File: config.mk
export PLATFORM = sky130hd
export DESIGN_NAME = tick_reinject_gate
export DESIGN_NICKNAME = d
export VERILOG_FILES = /design/src/rtl/tick_reinject_gate.sv
export SDC_FILE = /design/constraint.sdc
export NUM_CORES = 1
export LEC_CHECK = 0
export BUFFER_PORTS_ARGS = -buffer_cell sky130_fd_sc_hd__buf_2
export CAP_MARGIN = 20
export CORE_AREA = 10 10 53 55
export CTS_BUF_LIST = sky130_fd_sc_hd__clkbuf_2 sky130_fd_sc_hd__clkbuf_4 sky130_fd_sc_hd__clkbuf_8
export DETAILED_ROUTE_END_ITERATION = 10
export DIE_AREA = 0 0 63 65
export PLACE_DENSITY = 0.61
export REMOVE_ABC_BUFFERS = 1
export SLEW_MARGIN = 10
export SYNTH_ARGS = -nofsm -noshare
export SYNTH_HDL_FRONTEND = slang
export SYNTH_SLANG_ARGS = --single-unit
File: constraint.sdc
create_clock -name clk -period 2.1 [get_ports clk]
set_input_delay 0.21 -clock clk [delete_from_list [all_inputs] [get_ports clk]]
set_output_delay 0.21 -clock clk [all_outputs]
set_load 0.02 [all_outputs]
File: src/rtl/tick_reinject_gate.sv
module tick_reinject_gate #(
  parameter int CNT_W = 8
) (
  input  logic             clk,
  input  logic             rst_n,
  input  logic             tick_i,
  input  logic             ack_i,
  input  logic             deliver_i,
  input  logic             unmask_i,
  input  logic             reprog_i,
  output logic             irq_o,
  output logic [CNT_W-1:0] pending_o
);
  localparam logic [CNT_W-1:0] CNT_MAX = '1;

  logic acked_q;
  logic clear;
  logic has_pend;
  logic fire;

  assign clear    = unmask_i | reprog_i;
  assign has_pend = |pending_o;
  assign fire     = deliver_i & acked_q & has_pend & ~clear;

  always_ff @(posedge clk) begin
    if (!rst_n) begin
      pending_o <= '0;
      acked_q   <= 1'b1;
      irq_o     <= 1'b0;
    end else begin
      irq_o <= fire;
      if (clear) begin
        pending_o <= '0;
        acked_q   <= 1'b1;
      end else begin
        case ({tick_i, ack_i})
          2'b10:   if (pending_o != CNT_MAX) pending_o <= pending_o + 1'b1;
          2'b01:   if (has_pend) pending_o <= pending_o - 1'b1;
          default: ;
        endcase
        if (ack_i)     acked_q <= 1'b1;
        else if (fire) acked_q <= 1'b0;
      end
    end
  end


  clear_wins_chk: assert property (@(posedge clk) disable iff (!rst_n)
    clear |=> (pending_o == '0) && !irq_o);


  no_wrap_chk: assert property (@(posedge clk) disable iff (!rst_n)
    (pending_o == CNT_MAX) && tick_i && !ack_i && !clear |=> pending_o == CNT_MAX);


  ack_floor_chk: assert property (@(posedge clk) disable iff (!rst_n)
    (pending_o == '0) && ack_i && !tick_i && !clear |=> pending_o == '0);


  tick_ack_net_chk: assert property (@(posedge clk) disable iff (!rst_n)
    tick_i && ack_i && !clear |=> $stable(pending_o));


  irq_cause_chk: assert property (@(posedge clk) disable iff (!rst_n)
    irq_o |-> $past(deliver_i) && ($past(pending_o) != '0));


  gate_closed_chk: assert property (@(posedge clk) disable iff (!rst_n)
    irq_o && !ack_i && !clear |=> !irq_o);
endmodule

== Word-level counts from Yosys, hierarchy flattened ==
Index checks and enable logic that the tools add are counted.
Cells by class
  order comparisons: 0
  multiply operators: 0
  bitwise operators: 6
  shift operators: 0
  reduce and logical (&&, ||, !) cells: 5
  multiplexer cells: 3
  equal/unequal tests: 5
  div/mod/pow operators: 0
  add/sub/neg operators: 2
Operator list (number)
  8-bit two-way mux: 2
  8-bit one-hot mux with 2 select lines: 1
  8-bit by 1-bit adder with 8-bit output (second input constant): 1
  8-bit != test (second input constant): 1
  8-bit OR reduction: 1
  8-bit by 1-bit subtractor with 8-bit output (second input constant): 1
  2-bit != test (second input constant): 2
  1-bit AND: 3
  3-bit AND reduction: 1
  3-bit OR reduction: 1
  2-bit by 1-bit == test with 1-bit output (second input constant): 1
  2-bit == test (second input constant): 1
  1-bit NOT: 2
  2-bit nonzero test: 1
  2-bit OR reduction: 1
  1-bit bitwise OR: 1
Storage, ports and cells
  memories kept: 0
  latch bits: 0
  bits in writable memories: 0
  bits of input ports: 7
  output and inout port bits: 9
  register bits after elaboration: 10
  memory bits (read-only): 0
  word-level logic and storage cells: 24

== Depth between registers and ports, before layout ==
  depth in word-level cells: 3
  gate-level depth with buffers: 8
  depth with buffers taken out: 7

== Worst setup path before layout ==
No wires, ideal clock.
  path type: reg-to-reg
  from: register pending_o[1]
  to: register pending_o[6]
  arrival time: 1.755 ns
  clock period less this slack: 1.826 ns
  library setup time: 0.072 ns
  stages on the path, launching flop included: 7
  path buffers: 1
  slack: 0.274 ns
  data required time: 2.028 ns
  path through: dfxtp_1 buf_2 xnor2_1 ha_1 or4b_1 a22oi_1 mux2i_1
On the way
  longest elaborated chain between the ends: 3
  elaborated cells on any way between the ends: 10
  classes of those cells: 2 x add/sub; 3 x eq/ne; 3 x mux; 2 x reduce/logical
Ends and longest elaborated chain
  start, declared: RTL line 12  | output logic [CNT_W-1:0] pending_o
  start signal, assigned: RTL line 37  | 2'b10: if (pending_o != CNT_MAX) pending_o <= pending_o + 1'b1;
  start signal, assigned: RTL line 38  | 2'b01: if (has_pend) pending_o <= pending_o - 1'b1;
  8-bit by 1-bit subtractor with 8-bit output (tied with other cells): RTL line 38
  8-bit two-way mux (tied with other cells): RTL line 38
  8-bit one-hot mux with 2 select lines / 3-bit AND reduction (equally long branches)
Several ways; a longest one is shown, not always the timed one. The select of a mux whose other input is x is not followed.
A chain may end at the register's enable or synchronous reset.

== Final worst setup path ==
Ends and elaborated chain as after synthesis.

==> results.md <==
- Status: finished, final reports clean
- Post-synth top area share: between 20% and 30%
- # IOs: 16
- 1st-iter DRT viols: 9
- Remaining global-route overflow: 0
- Antenna cells: 0
- Final worst slack: ~0.25 ns
- M1 WL: just over 800 um
- Critical path class: reg -> reg
- RR Endpoint: pending_o[6]
- H-tree Lvls: 1
- Post-synthesis cell area: 704 sq um
- Avg Cell Area, Syn: around 8 sq um
- Clk Latency, worst-skew pair: roughly 0.27 ns
- Fin crit period: between 1.5 and 2 ns
- Clk_skew: about 0.0043 ns
- Reg-to-reg setup timing slack: approximately 0.25 ns
- NumNets Final: around 110
- Switch Pwr: around 0.10 mW
- WP data arrival: 2.05 ns
- Clock buffer count from CTS: 3
- Area of the core: 0.00186 sq mm
- Die span in y: ~65 um
- Die X: about 63 um
- Initial Utilization: between 30% and 40%
- Power Internal: between 0.3 and 0.4 mW
- Max cap viols: 0
- Reg clk slew, reported paths: 0.07 ns
- Vias: just under 700
- Layout cells sized above 1: 25.3%
- Combinational share of power: about 12%
- Area grow syn2layout: 15.3%
- Setup-failing EPs final: 0
- Clk pwr share: 41.5%
- CP required: roughly 2.3 ns
- Vias in the first global route: 661
- Synth area leaders: dfxtp_1, mux2i_1, nand2_1
- Clock Path Buffers: 2
- Final HPWL DP: around 1300 um
- FMAX: approximately 540 MHz
- Post-synth ARST share: 0%
- Max VDD drop: 0.000343 V
- R2r startpoint: pending_o[1]
- Met2 wire len: between 800 and 900 um
- Clock sink total: 10
- Synth Register Bits: 10
- Metal3 WL: about 120 um
- Most instantiated cells after synthesis: nand2_1, dfxtp_1, mux2i_1, nand3_1, nand2b_1
- DR WL/cell: approximately 14 um
- Fillers: between 150 and 200
- Root Driver: clkbuf_4
- Final hold vios: 0
- Largest net degree at the start of global routing: 13
- Setup crit start: pending_o[1]
- Syn Inst Count: 86
- Pre-CTS WS: roughly 0.25 ns
- Num rows: 16
- Crit end category: register
- Initial antenna violation count: 0
- Port Buf Inserts: 15
- Routed WL: approximately 1800 um
- Drt first pass iters: 4
- Netlist cell types: 35
- Post-CTS Setup Bufs: 0
- Worst path cell trace: xnor2_1 > ha_1 > or4b_1 > a22oi_1 > mux2i_1
- Cell Pwr Density: 521 mW/mm^2
- Post-route ant nets: 0
- YS warnings: 0
- Main flop type after synthesis: dfxtp_1
- Lkg Pwr: approximately 0.3 nW
- Top-count cell post-synth: nand2_1
- Total GRT Usage: about 9%
- Worst slew margin: ~54%
- Hold WS: ~0.19 ns
- CTS tree: built
- EDFF count, synth: 0
- RSZ-0062 raised after global routing: no
- Vias per cell: about 5.5
- Worst slew pin tran: about 0.7 ns
- Worst Setup EP: pending_o[6]
- Post-synthesis sequential area ratio: between 20% and 30%
- DRC Markers: 0
- Final worst-path cycle share: around nine tenths
- CP Launch Type: register
- Post-CTS sizing: 0
- Sw Share: approximately 25%
- CP max stage delay: around 0.50 ns
- FF-to-FF path depth: 5
- Setup TNS: 0 ns
- Largest area contributor in the netlist: dfxtp_1
- DR top layer: met4
- Crit-path max FO: 9
- Seq pwr share: between 40 and 50%
- Slew Viols, Final: 0
- Die Area: between 0.004 and 0.005 sq mm
- RePlAce Congestion: 0.805
- First-pass GRT wire length: approximately 3000 um
- Worst path slowest cell: dfxtp_1
- Hold Path Class: in -> reg
- Cts hold-fix bufs: 0
-- per-stage QoR --
stage | util (%) | power, mW | cell area, sq um | std cells
floorplan | - | 0.233 | 659 | 79
global placement | 41.7 | 0.250 | 776 | 122
detailed placement | 41.7 | 0.251 | 776 | 122
CTS | 43.6 | 0.429 | 812 | 126
global route | 43.6 | 0.449 | 812 | 126
finish | 43.6 | 0.423 | 812 | 126
-- cells by family after synthesis --
kind of cell / share of synthesized area, %
buf+inv: 7.46
simple gates: 33.2
mux: 8.53
flops: 28.4
xor+xnor: 1.24
fa+ha+maj: 1.78
compound gates: 19.4
-- power by group through the flow --
stage | clock [mW] | combinational, mW | sequential (mW)
after CTS | 0.182 | 0.0524 | 0.195
after detailed placement | 0 | 0.0521 | 0.199
after global routing | 0.195 | 0.0585 | 0.195
final | 0.176 | 0.0525 | 0.195
after global placement | 0 | 0.0516 | 0.199
after floorplan | 0 | 0.0333 | 0.200
-- critical path: cells and delay by family, from the launching register on --
| kind | cells | cell delay [ns] |
|---|---|---|
| compound gates | 1 | 0.18 |
| flops | 1 | 0.50 |
| mux | 1 | 0.19 |
| fa+ha+maj | 1 | 0.28 |
| xor+xnor | 1 | 0.17 |
| simple gates | 1 | 0.46 |
-- flip-flops by register name, indices dropped and copies added (netlist names) --
register / flops
pending_o: 8
acked_q: 1
irq_o: 1
-- layout by cell type, fill, tap and decap left out, drive strengths merged, types with 2 or more instances in the layout --
master and instances:
nand3 6, mux2i 6, nand2 11, dfxtp 10
a21oi 2, or4 3, nand2b 5, nand4 2
o21ai 4, inv 2, buf 16, clkbuf 4
nor2 4, nor3 4, a22oi 5
-- worst min path at each step --
stage	from	end	slack (ns)	cells past startpoint
floorplan	ack_i	acked_q	0.30	1
global placement	acked_q	irq_o	0.42	2
detailed placement	acked_q	irq_o	0.43	2
CTS	ack_i	acked_q	0.17	2
global route	ack_i	acked_q	0.18	2
finish	ack_i	acked_q	0.19	2
-- cell type report --
class / count / area (sq um) / share of cell area (%)
multi-input cells: 67 / 452 / 55.6
inverters: 2 / 7.51 / 0.924
repair buffers: 16 / 82.6 / 10.2
well taps: 27 / 33.8 / 4.16
flip-flops and latches: 10 / 200 / 24.7
clock buffers: 4 / 36.3 / 4.47
-- metal layers --
layer  GRT usage (%)  up-vias
met5               0        -
met4            3.63        0
met3            4.30        2
met2            14.8       23
met1            9.47      325
li1                -      342
(Power assumes the default switching activity.)
